**config.mk**
```make
export PLATFORM = sky130hd
export DESIGN_NAME = cam_ctrl_seq
export DESIGN_NICKNAME = d
export VERILOG_FILES = /design/src/rtl/cam_seq_pkg.sv /design/src/rtl/cam_cfg_file.sv /design/src/rtl/cam_sync_rise.sv /design/src/rtl/cam_cmd_pick.sv /design/src/rtl/cam_ctrl_seq.sv
export SDC_FILE = /design/constraint.sdc
export NUM_CORES = 1
export LEC_CHECK = 0
export BUFFER_PORTS_ARGS = -buffer_cell sky130_fd_sc_hd__buf_2
export CAP_MARGIN = 20
export CELL_PAD_IN_SITES_DETAIL_PLACEMENT = 0
export CELL_PAD_IN_SITES_GLOBAL_PLACEMENT = 1
export CORE_MARGIN = 2
export CORE_UTILIZATION = 53
export CTS_BUF_LIST = sky130_fd_sc_hd__clkbuf_4
export DETAILED_ROUTE_END_ITERATION = 7
export HOLD_SLACK_MARGIN = 0.08
export PLACE_DENSITY_LB_ADDON = 0.1
export SLEW_MARGIN = 20
export SYNTH_ARGS = -nofsm -noshare
export SYNTH_HDL_FRONTEND = slang
export SYNTH_SLANG_ARGS = --single-unit
```
**constraint.sdc**
```tcl
create_clock -name clk -period 9.1 [get_ports clk]
set_input_delay 0 -clock clk [delete_from_list [all_inputs] [get_ports clk]]
set_output_delay 0 -clock clk [all_outputs]
set_load 0.02 [all_outputs]
```
**src/rtl/cam_seq_pkg.sv**
```systemverilog
// Shared table layout, state and command kinds for the sensor sequencer.
// Assumes an 8-bit table of sixteen entries; offsets are fixed because the
// command selector and the pixel-addressing neighbour decode them.
package cam_seq_pkg;
    localparam int CFG_AW   = 4;
    localparam int CFG_DW   = 8;
    localparam int CFG_NREG = 1 << CFG_AW;

    localparam int A_DEV  = 0;
    localparam int A_NCMD = 1;
    localparam int A_SLP  = 2;
    localparam int A_WAK  = 4;
    localparam int A_CMD  = 6;
    localparam int A_WID  = 14;
    localparam int A_BPP  = 15;

    typedef enum logic [2:0] {
        ST_IDLE,
        ST_RESET,
        ST_WAIT,
        ST_SEND,
        ST_NEXT,
        ST_CAPTURE
    } seq_state_t;

    typedef enum logic [1:0] {
        CK_CFG,
        CK_WAKE,
        CK_SLEEP
    } cmd_kind_t;
endpackage

```
**src/rtl/cam_cfg_file.sv**
```systemverilog
// Host-written byte table. One flop row per entry, written when the strobe
// is high and the index matches. Assumes host signals are already stable
// in the clk domain at the write edge.
module cam_cfg_file
    import cam_seq_pkg::*;
#(
    parameter int AW = CFG_AW,
    parameter int DW = CFG_DW,
    localparam int NREG = 1 << AW
) (
    input  logic                     clk,
    input  logic                     rst_n,
    input  logic                     wr,
    input  logic [AW-1:0]            addr,
    input  logic [DW-1:0]            data,
    output logic [NREG-1:0][DW-1:0]  regs
);
    for (genvar i = 0; i < NREG; i++) begin : g_entry
        // Load entry i on a matching strobed write.
        always_ff @(posedge clk) begin
            if (!rst_n)
                regs[i] <= '0;
            else if (wr && (addr == AW'(i)))
                regs[i] <= data;
        end
    end
endmodule

```
**src/rtl/cam_sync_rise.sv**
```systemverilog
// Brings an asynchronous level into clk and flags its rising edge for one
// cycle. STAGES flops resynchronize; one more flop holds the prior value.
module cam_sync_rise #(
    parameter int STAGES = 2
) (
    input  logic clk,
    input  logic rst_n,
    input  logic async_in,
    output logic rise
);
    logic [STAGES:0] pipe_q;

    // Shift the input through the synchronizer and history flop.
    always_ff @(posedge clk) begin
        if (!rst_n)
            pipe_q <= '0;
        else
            pipe_q <= {pipe_q[STAGES-1:0], async_in};
    end

    assign rise = pipe_q[STAGES-1] & ~pipe_q[STAGES];
endmodule

```
**src/rtl/cam_cmd_pick.sv**
```systemverilog
// Maps a command kind and index to the register/value pair in the table.
// Assumes idx is below MAX_CMDS when kind is CK_CFG.
module cam_cmd_pick
    import cam_seq_pkg::*;
#(
    parameter int DW       = CFG_DW,
    parameter int NREG     = CFG_NREG,
    parameter int MAX_CMDS = 4,
    localparam int IDX_W   = (MAX_CMDS > 1) ? $clog2(MAX_CMDS) : 1
) (
    input  logic [NREG-1:0][DW-1:0] regs,
    input  cmd_kind_t               kind,
    input  logic [IDX_W-1:0]        idx,
    output logic [DW-1:0]           reg_o,
    output logic [DW-1:0]           val_o
);
    // Select the table pair for the requested command.
    always_comb begin
        unique case (kind)
            CK_WAKE: begin
                reg_o = regs[A_WAK];
                val_o = regs[A_WAK+1];
            end
            CK_SLEEP: begin
                reg_o = regs[A_SLP];
                val_o = regs[A_SLP+1];
            end
            default: begin
                reg_o = regs[A_CMD + 2*int'(idx)];
                val_o = regs[A_CMD + 2*int'(idx) + 1];
            end
        endcase
    end
endmodule

```
**src/rtl/cam_ctrl_seq.sv**
```systemverilog
// Sensor bring-up and wake/sleep sequencer. Resets the sensor on Init,
// waits for it to settle, plays the table-driven configuration list and
// the wake command, then sleeps the sensor after each stored frame and
// wakes it on each frame request. Commands go out one at a time under a
// request/done handshake. Assumes frame_done and bus_done are clk-domain.
module cam_ctrl_seq
    import cam_seq_pkg::*;
#(
    parameter int RST_CYCLES  = 16,
    parameter int WAIT_CYCLES = 2000,
    parameter int SYNC_STAGES = 2,
    parameter int MAX_CMDS    = 4
) (
    input  logic              clk,
    input  logic              rst_n,
    input  logic [CFG_AW-1:0] cfg_addr,
    input  logic [CFG_DW-1:0] cfg_data,
    input  logic              cfg_wr,
    input  logic              init_req,
    input  logic              frame_req,
    input  logic              frame_done,
    input  logic              bus_done,
    output logic              sensor_rst_n,
    output logic              bus_req,
    output logic [CFG_DW-1:0] bus_dev,
    output logic [CFG_DW-1:0] bus_reg,
    output logic [CFG_DW-1:0] bus_val,
    output logic [CFG_DW-1:0] cfg_width,
    output logic [CFG_DW-1:0] cfg_bpp
);
    localparam int LONGEST = (RST_CYCLES > WAIT_CYCLES) ? RST_CYCLES : WAIT_CYCLES;
    localparam int CNT_W   = $clog2(LONGEST + 1);
    localparam int IDX_W   = (MAX_CMDS > 1) ? $clog2(MAX_CMDS) : 1;
    localparam int N_W     = $clog2(MAX_CMDS + 1);

    logic [CFG_NREG-1:0][CFG_DW-1:0] regs;
    logic init_rise, req_rise, done_rise, done_prev_q;
    seq_state_t state_q, state_d;
    cmd_kind_t  kind_q, kind_d;
    logic [IDX_W-1:0] idx_q, idx_d;
    logic [CNT_W-1:0] cnt_q, cnt_d;
    logic up_q, up_d;
    logic [N_W-1:0] n_eff;
    logic last_cfg;
    logic [CFG_DW-1:0] pick_reg, pick_val;

    cam_cfg_file #(.AW(CFG_AW), .DW(CFG_DW)) u_cfg (
        .clk(clk), .rst_n(rst_n), .wr(cfg_wr),
        .addr(cfg_addr), .data(cfg_data), .regs(regs)
    );

    cam_sync_rise #(.STAGES(SYNC_STAGES)) u_sync_init (
        .clk(clk), .rst_n(rst_n), .async_in(init_req), .rise(init_rise)
    );

    cam_sync_rise #(.STAGES(SYNC_STAGES)) u_sync_req (
        .clk(clk), .rst_n(rst_n), .async_in(frame_req), .rise(req_rise)
    );

    cam_cmd_pick #(.DW(CFG_DW), .NREG(CFG_NREG), .MAX_CMDS(MAX_CMDS)) u_pick (
        .regs(regs), .kind(kind_d), .idx(idx_d),
        .reg_o(pick_reg), .val_o(pick_val)
    );

    assign cfg_width = regs[A_WID];
    assign cfg_bpp   = regs[A_BPP];

    // Clamp the stored command count to the list length.
    always_comb begin
        if (regs[A_NCMD] > CFG_DW'(MAX_CMDS))
            n_eff = N_W'(MAX_CMDS);
        else
            n_eff = N_W'(regs[A_NCMD]);
    end

    assign last_cfg = (N_W'(idx_q) + N_W'(1)) >= n_eff;

    // Next-state, command choice and timer for the sequence.
    always_comb begin
        state_d = state_q;
        kind_d  = kind_q;
        idx_d   = idx_q;
        cnt_d   = cnt_q;
        up_d    = up_q;
        unique case (state_q)
            ST_IDLE: begin
                if (init_rise) begin
                    state_d = ST_RESET;
                    cnt_d   = '0;
                end else if (req_rise && up_q) begin
                    state_d = ST_SEND;
                    kind_d  = CK_WAKE;
                end
            end
            ST_RESET: begin
                if (cnt_q == CNT_W'(RST_CYCLES - 1)) begin
                    state_d = ST_WAIT;
                    cnt_d   = '0;
                end else begin
                    cnt_d = cnt_q + 1'b1;
                end
            end
            ST_WAIT: begin
                if (cnt_q == CNT_W'(WAIT_CYCLES - 1)) begin
                    state_d = ST_SEND;
                    idx_d   = '0;
                    kind_d  = (n_eff != '0) ? CK_CFG : CK_WAKE;
                end else begin
                    cnt_d = cnt_q + 1'b1;
                end
            end
            ST_SEND: begin
                if (bus_done)
                    state_d = ST_NEXT;
            end
            ST_NEXT: begin
                unique case (kind_q)
                    CK_CFG: begin
                        state_d = ST_SEND;
                        if (last_cfg) begin
                            kind_d = CK_WAKE;
                        end else begin
                            idx_d = idx_q + 1'b1;
                        end
                    end
                    CK_WAKE: begin
                        state_d = ST_CAPTURE;
                        up_d    = 1'b1;
                    end
                    default: state_d = ST_IDLE;
                endcase
            end
            ST_CAPTURE: begin
                if (done_rise) begin
                    state_d = ST_SEND;
                    kind_d  = CK_SLEEP;
                end
            end
            default: state_d = ST_IDLE;
        endcase
    end

    assign done_rise = frame_done & ~done_prev_q;

    // Sequence registers and the frame_done history flop.
    always_ff @(posedge clk) begin
        if (!rst_n) begin
            state_q     <= ST_IDLE;
            kind_q      <= CK_CFG;
            idx_q       <= '0;
            cnt_q       <= '0;
            up_q        <= 1'b0;
            done_prev_q <= 1'b0;
        end else begin
            state_q     <= state_d;
            kind_q      <= kind_d;
            idx_q       <= idx_d;
            cnt_q       <= cnt_d;
            up_q        <= up_d;
            done_prev_q <= frame_done;
        end
    end

    // Capture the command fields as a request is raised, hold them after.
    always_ff @(posedge clk) begin
        if (!rst_n) begin
            bus_dev <= '0;
            bus_reg <= '0;
            bus_val <= '0;
        end else if (state_d == ST_SEND && state_q != ST_SEND) begin
            bus_dev <= regs[A_DEV];
            bus_reg <= pick_reg;
            bus_val <= pick_val;
        end
    end

    assign bus_req      = (state_q == ST_SEND);
    assign sensor_rst_n = (state_q != ST_RESET);
endmodule

```
# Word-level counts from Yosys, hierarchy flattened
# Cells that the tools add are included.
[totals] register_bits=178 inputBits=19 output_inout_bits=42 elab_cells=130
[classes] add_sub_neg=5 magnitude_cmp=4 eq_ne=30 n_mux=33 bitwise=6 reduce_logical=25
[ops] cell="binary-select mux 8 bit (select 4 bit)" count=2
[ops] cell="2-to-1 mux 11 bit" count=3
[ops] cell="one-hot mux 11 bit (3 select lines)" count=1
[ops] cell="adder 32 x 2 -> 32 bit, second input constant" count=1
[ops] cell="== test 4 bit, second input constant" count=8
[ops] cell="less-than comparator 32 x 6 -> 1 bit, second input constant" count=1
[ops] cell="2-to-1 mux 8 bit" count=4
[ops] cell="one-hot mux 8 bit (2 select lines)" count=2
[ops] cell="2-to-1 mux 3 bit" count=7
[ops] cell="logical AND 1 bit" count=18
[ops] cell="2-to-1 mux 2 bit" count=9
[ops] cell="one-hot mux 3 bit (6 select lines)" count=1
[ops] cell="== test 4 x 3 -> 1 bit, second input constant" count=4
[ops] cell="adder 11 x 1 -> 11 bit, second input constant" count=1
[ops] cell="== test 11 bit, second input constant" count=1
[ops] cell="== test 11 x 4 -> 1 bit, second input constant" count=1
[ops] cell="== test 3 x 2 -> 1 bit, second input constant" count=3
[ops] cell="== test 4 x 2 -> 1 bit, second input constant" count=2
[ops] cell="> comparator 8 x 3 -> 1 bit, second input constant" count=1
[ops] cell="one-hot mux 2 bit (4 select lines)" count=1
[ops] cell="== test 3 bit, second input constant" count=2
[ops] cell="one-hot mux 3 bit (2 select lines)" count=1
[ops] cell="nonzero test 3 bit" count=2
[ops] cell="less-than comparator 4 x 5 -> 1 bit, second input constant" count=1
[ops] cell="20 further kinds" count=26

# Depth between registers and ports, before layout
[logic_depth] ltp_word=12 mapped_depth=17 ltp_nobuf=15

# Modules after synthesis
# Synthesis repeated with hierarchy kept, for this count alone.
[unflattened] hier_cells=886 area_unflattened_um2=8489.4
[modules_own_cells] module="cam_cfg_file" n_inst=1 cells_each=445 area_each_um2=4652.0 seq_area_each_um2=2562.5
[modules_own_cells] module="cam_ctrl_seq" n_inst=1 cells_each=251 area_each_um2=2207.1 seq_area_each_um2=880.8
[modules_own_cells] module="cam_cmd_pick" n_inst=1 cells_each=176 area_each_um2=1445.1 seq_area_each_um2=0.0
[modules_own_cells] module="cam_sync_rise" n_inst=2 cells_each=7 area_each_um2=92.6 seq_area_each_um2=60.1

# Worst setup path after synthesis
# Ideal clock, no wire load.
[synth_path] path_kind="register to register" start="register u_cfg.regs[11] in the netlist's numbering" end="register bus_val[3]" setup_time_ns=0.117 arrival_time_ns=3.692 required_ns=8.983 setup_slack_ns=5.292 stages_incl_launch_ff=18 path_buffers=3 synth_period_minus_slack_ns=3.808 cell_sequence="dfxtp_1 or4_1 nor3_1 nand2_1 ha_1 nand2_1 o21ai_0 or2_1 a21o_1 clkinv_1 buf_2 ha_1 nand2b_1 clkbuf_1 clkbuf_1 a221oi_1 a211oi_1 a22o_1"
[synth_between] elab_chain_cells=12 word_cells_on_any_way=20 cone_classes="add/sub (2); order compare (2); eq/ne (2); mux (13); reduce/logical (1)"
[synth_lines] element="start, declared" line_no="cam_cfg_file.sv:16" source="output logic [NREG-1:0][DW-1:0] regs"
[synth_lines] element="start signal, assigned by index" line_no="cam_cfg_file.sv:24" source="regs[i] <= data;"
[synth_lines] element="> comparator 8 x 3 -> 1 bit" line_no="cam_ctrl_seq.sv:70" source="if (regs[A_NCMD] > CFG_DW'(MAX_CMDS))"
[synth_lines] element="2-to-1 mux 3 bit" line_no="cam_ctrl_seq.sv:70"
[synth_lines] element="greater-or-equal comparator 3 bit" line_no="cam_ctrl_seq.sv:76" source="assign last_cfg = (N_W'(idx_q) + N_W'(1)) >= n_eff;"
[synth_lines] element="2-to-1 mux 2 bit" line_no="cam_ctrl_seq.sv:120" source="if (last_cfg) begin"
[synth_lines] element="2-to-1 mux 2 bit" line_no="cam_ctrl_seq.sv:117" source="unique case (kind_q)"
[synth_lines] element="one-hot mux 2 bit (2 select lines)" line_no="cam_ctrl_seq.sv:85" source="unique case (state_q)"
[synth_lines] element="adder 3 x 3 -> 4 bit" line_no="cam_cmd_pick.sv:30" source="val_o = regs[A_CMD + 2*int'(idx) + 1];"
[synth_lines] element="adder 32 x 2 -> 32 bit" line_no="cam_cmd_pick.sv:30"
[synth_lines] element="binary-select mux 8 bit (select 4 bit)" line_no="cam_cmd_pick.sv:30"
[synth_lines] element="2-to-1 mux 8 bit (implied by the code) (2 in a row)" line_no="cam_cmd_pick.sv:30"
[synth_lines] element="one-hot mux 8 bit (2 select lines) (*)" line_no="cam_cmd_pick.sv:19" source="unique case (kind)"
[synth_lines] element="end signal, assigned" line_no="cam_ctrl_seq.sv:173" source="bus_val <= pick_val;"
[synth_lines] element="end, declared" line_no="cam_ctrl_seq.sv:27" source="output logic [CFG_DW-1:0] bus_val,"
# Mark *: on every way between the ends. The rest lies on a longest branch, timed or not. The select of a mux whose other input is x is not followed.
# A chain may end at the register's enable or synchronous reset.

# Final worst setup path
[layout_path] start="register u_cfg.regs[11] in the netlist's numbering" end="register bus_reg[2]"
[layout_between] elab_chain_cells=11 word_cells_on_any_way=19 cone_classes="add/sub (1); order compare (2); eq/ne (2); mux (13); reduce/logical (1)"
[layout_lines] element="> comparator 8 x 3 -> 1 bit (*)" line_no="cam_ctrl_seq.sv:70"
[layout_lines] element="2-to-1 mux 3 bit (*)" line_no="cam_ctrl_seq.sv:70"
[layout_lines] element="greater-or-equal comparator 3 bit" line_no="cam_ctrl_seq.sv:76"
[layout_lines] element="2-to-1 mux 2 bit" line_no="cam_ctrl_seq.sv:120"
[layout_lines] element="2-to-1 mux 2 bit" line_no="cam_ctrl_seq.sv:117"
[layout_lines] element="one-hot mux 2 bit (2 select lines)" line_no="cam_ctrl_seq.sv:85"
[layout_lines] element="adder 3 x 3 -> 4 bit" line_no="cam_cmd_pick.sv:29" source="reg_o = regs[A_CMD + 2*int'(idx)];"
[layout_lines] element="binary-select mux 8 bit (select 4 bit)" line_no="cam_cmd_pick.sv:29"
[layout_lines] element="2-to-1 mux 8 bit (implied by the code) (2 in a row)" line_no="cam_cmd_pick.sv:29"
[layout_lines] element="one-hot mux 8 bit (2 select lines) (*)" line_no="cam_cmd_pick.sv:19"
[layout_lines] element="end signal, assigned" line_no="cam_ctrl_seq.sv:172" source="bus_reg <= pick_reg;"
[layout_lines] element="end, declared" line_no="cam_ctrl_seq.sv:26" source="output logic [CFG_DW-1:0] bus_reg,"
# Marks and branches as above.

==> impl_metrics.yaml <==
power:
  cellPowerDensity_mw_per_mm2: 139
  peakVddDrop_mv: 0.0735
  leakage_nw: 3.90
finish:
  biggestRegsByFlops: "u_cfg.regs x128, cnt_q x11"
  drive_gt1_frac: 0.115
  post-route-util: 0.580
  area_growth_pct: 7.04
  largest_reg_flops: 128
  seqCellArea_mm2: 0.00356
  multi_input_area_mm2: 0.00489
  fill_cells: 1503
  final_nets: 980
  regMostFlops: "u_cfg.regs"
synth:
  yosys_warnings: 0
  yosys-top-cells-area: "dfxtp_1 40%, mux2i_1 19%, nor2b_1 10%"
  synth_ff_type: "dfxtp_1"
  synth_area_per_cell_um2: 9.59
  synth_nets: 965
  async_flop_share: 0
  synth_edf_count: 0
  yosys.area.top_type: "dfxtp_1"
  synth.distinct_cells: 50
  synth_top_area_share: 0.396
  yosys_register_bits: 178
  syn_inst: 938
  yosysSeqAreaShare: 0.396
  syn_area_mm2: 0.00899
timing:
  min_period_ns: 5.73
  rsz0062_at_grt: "false"
  max_freq_mhz: 175
  drv_slew: 0
  finalSetupViolations: 0
  finalSetupTns_ns: 0
  timing.final.crit_share: 0.630
  hold_violations: 0
  skew_ns: 0.0167
  maxSlewHeadroom: 0.275
  worstMarginPinSlew_ns: 1.08
placed_design:
  place_hpwl_um: 15000
  portBuffers: 60
  place.gp.congestion: 0.886
worst_setup_path:
  crit_required_ns: 9.60
  max_stage_delay_ns: 0.67
  critPathMaxFanout: 66
  start_kind: "flop"
  crit_path_end_kind: "flop"
  r2r_start: "u_cfg.regs[11]$_SDFFE_PN0P_"
  cp_slowest_cell: "clkinv_1"
  cp.arrival_ns: 6.23
  r2r_end: "bus_reg[2]$_SDFFE_PN0P_"
  worstRegToRegCells: 15
  critPathBufInv: 2
  criticalPathCategory: "flop to flop"
  crit_path_cell_trace: "or4_1 -> nor3_1 -> nand2_1 -> ha_1 -> nand2_1 -> o21ai_0 -> or2_1 -> a21o_2 -> buf_4 -> clkinv_1 -> ha_1 -> nand2b_1 -> a221oi_1 -> a211oi_1 -> a22o_1"
  cp_top_family: "simple AND/OR/NAND/NOR gates"
  r2r_setup_slack_ns: 3.37
routing:
  drtIter0Drc: 526
  num_vias: 6808
  vias_per_cell: 5.74
  wl_per_cell_um: 19.6
  firstDrtPassIters: 5
  drc: 0
  routed_wirelength_um: 23200
  antenna_left: 0
clock_tree:
  cts_num_sinks: 178
  htreeDepth: 4
  clockRootBuffer: "clkbuf_4"
  cts-resized-gates: 0
  cts_made_buffers: 17
  clock_path_buffers: 2
  clk-insertion-delay-late_ns: 0.58
  cts_tree: "done"
  clk_pin_slew_ns: 0.15
grt:
  track_usage: 0.259
  grt_start_max_net_pins: 100
  grt_pass1_wl_um: 36500
  grt_pass1_vias: 6562
  globalRouteOverflowTotal: 0
  antenna_found_initial: 1
die:
  die_area_mm2: 0.0180
  die_y_um: 134
  core.rowCount: 47
  design.core.area_mm2: 0.0166
  start_util: 0.542
  die_w_um: 134
  ios: 61
hold_path:
  hold_depth: 5
  hp-class: "input pin to flop"
  hp-start: "cfg_addr[0]"
  holdPathEnd: "u_cfg.regs[40]$_SDFFE_PN0P_"
run_status:
  status: "completed"
flow_run:
  max-cap-violations: 0
Yosys cell counts (all sizes together), types with 4 or more instances:
cell and n:
nand2 50, or4 4, clkbuf 54, a21oi 18
a21o 4, nand3b 4, buf 33, a211oi 33
a221oi 32, and2 45, a221o 16, and3 6
nand3 5, xor2 7, mux2i 170, nand2b 25
a22o 17, dfxtp 178, ha 8, inv 23
nor2 27, or3 4, nor2b 144
through the flow:
stage	std cells	worst slack [ns]	cell area (um^2)	hold WS, ns	power (mW)
floorplan	938	5.29	8990	0.122	0.865
global placement	1135	3.81	9140	0.209	0.887
detailed placement	1136	3.52	9150	0.225	0.890
CTS	1185	3.50	9610	0.0889	1.34
global route	1187	2.98	9620	0.139	1.38
finish	1187	3.37	9620	0.126	1.34
tightest hold or removal path, delay by kind of cell:
kind          cells  cell delay (ns)
mux               1             0.18
buf+inv           1             0.14
simple gates      3             0.35
what timing repair did:
| item | CTS | global route |
|---|---|---|
| hold endpoints to repair | 150 | 0 |
| setup buffers | 0 | 0 |
| hold buffers | 17 | 0 |
cell families after synthesis:
group                    after synthesis  synth area share
AO/OA/AOI/OAI                        134             0.123
XOR/XNOR                              10           0.00974
flip-flops                           178             0.396
multiplexers                         170             0.189
AND/OR/NAND/NOR                      327             0.209
adder cells (fa/ha/maj)                8            0.0111
buffers and inverters                111            0.0612
cell usage in the layout, fill, tap and decap left out, types with 3 or more instances in the layout:
cell type and instances:
clkbuf_4 17, a22o_1 17, or4_1 4, nand3_1 5, a21oi_1 18, nor2_1 26
clkinv_2 3, a221o_1 16, or3_1 4, xnor2_1 3, a211oi_2 7, buf_2 60
ha_1 8, nand4_1 3, nor2b_1 144, clkinvlp_4 3, xor2_1 7, buf_4 5
a21o_1 3, dfxtp_1 178, and3_1 6, mux2i_1 170, inv_6 4, nand3b_1 4
nand2b_1 25, nor3_1 3, a221oi_1 31, nand2_1 49, inv_1 23, dlygate4sd3_1 17
and4_1 3, and2_1 45, a211oi_1 26, o21ai_0 3
final cells by class:
| cell class | count | area share |
|---|---|---|
| multi-input cells | 649 | 0.508 |
| flip-flops and latches | 178 | 0.370 |
| repair buffers | 83 | 0.0543 |
| well taps | 220 | 0.0286 |
| clock inverters | 15 | 0.0163 |
| clock buffers | 17 | 0.0133 |
| inverters | 24 | 0.00936 |
| diodes | 1 | 0.000260 |
routing by layer:
layer	up-vias	wire [um]	track usage
met5	-	0	0
met4	0	323	0.0754
met3	28	1740	0.0567
met2	270	9880	0.376
met1	3222	11300	0.385
li1	3288	-	-
worst max-delay path by stage:
stage,start,to,cells past startpoint
floorplan,u_cfg.regs[11]$_SDFFE_PN0P_,bus_val[3]$_SDFFE_PN0P_,17
global placement,u_cfg.regs[11]$_SDFFE_PN0P_,bus_val[7]$_SDFFE_PN0P_,15
detailed placement,u_cfg.regs[11]$_SDFFE_PN0P_,bus_reg[2]$_SDFFE_PN0P_,15
CTS,u_cfg.regs[11]$_SDFFE_PN0P_,bus_reg[2]$_SDFFE_PN0P_,15
global route,u_cfg.regs[11]$_SDFFE_PN0P_,bus_val[5]$_SDFFE_PN0P_,15
finish,u_cfg.regs[11]$_SDFFE_PN0P_,bus_reg[2]$_SDFFE_PN0P_,15
report_power, final:
group	switching [mW]	leakage, nW	internal, mW	total (mW)
sequential	0.00741	1.44	0.789	0.796
clock	0.294	0.149	0.166	0.460
combinational	0.0472	2.31	0.0356	0.0828
total	0.349	3.90	0.991	1.34
Note: power is estimated with default switching activity, not from simulation.
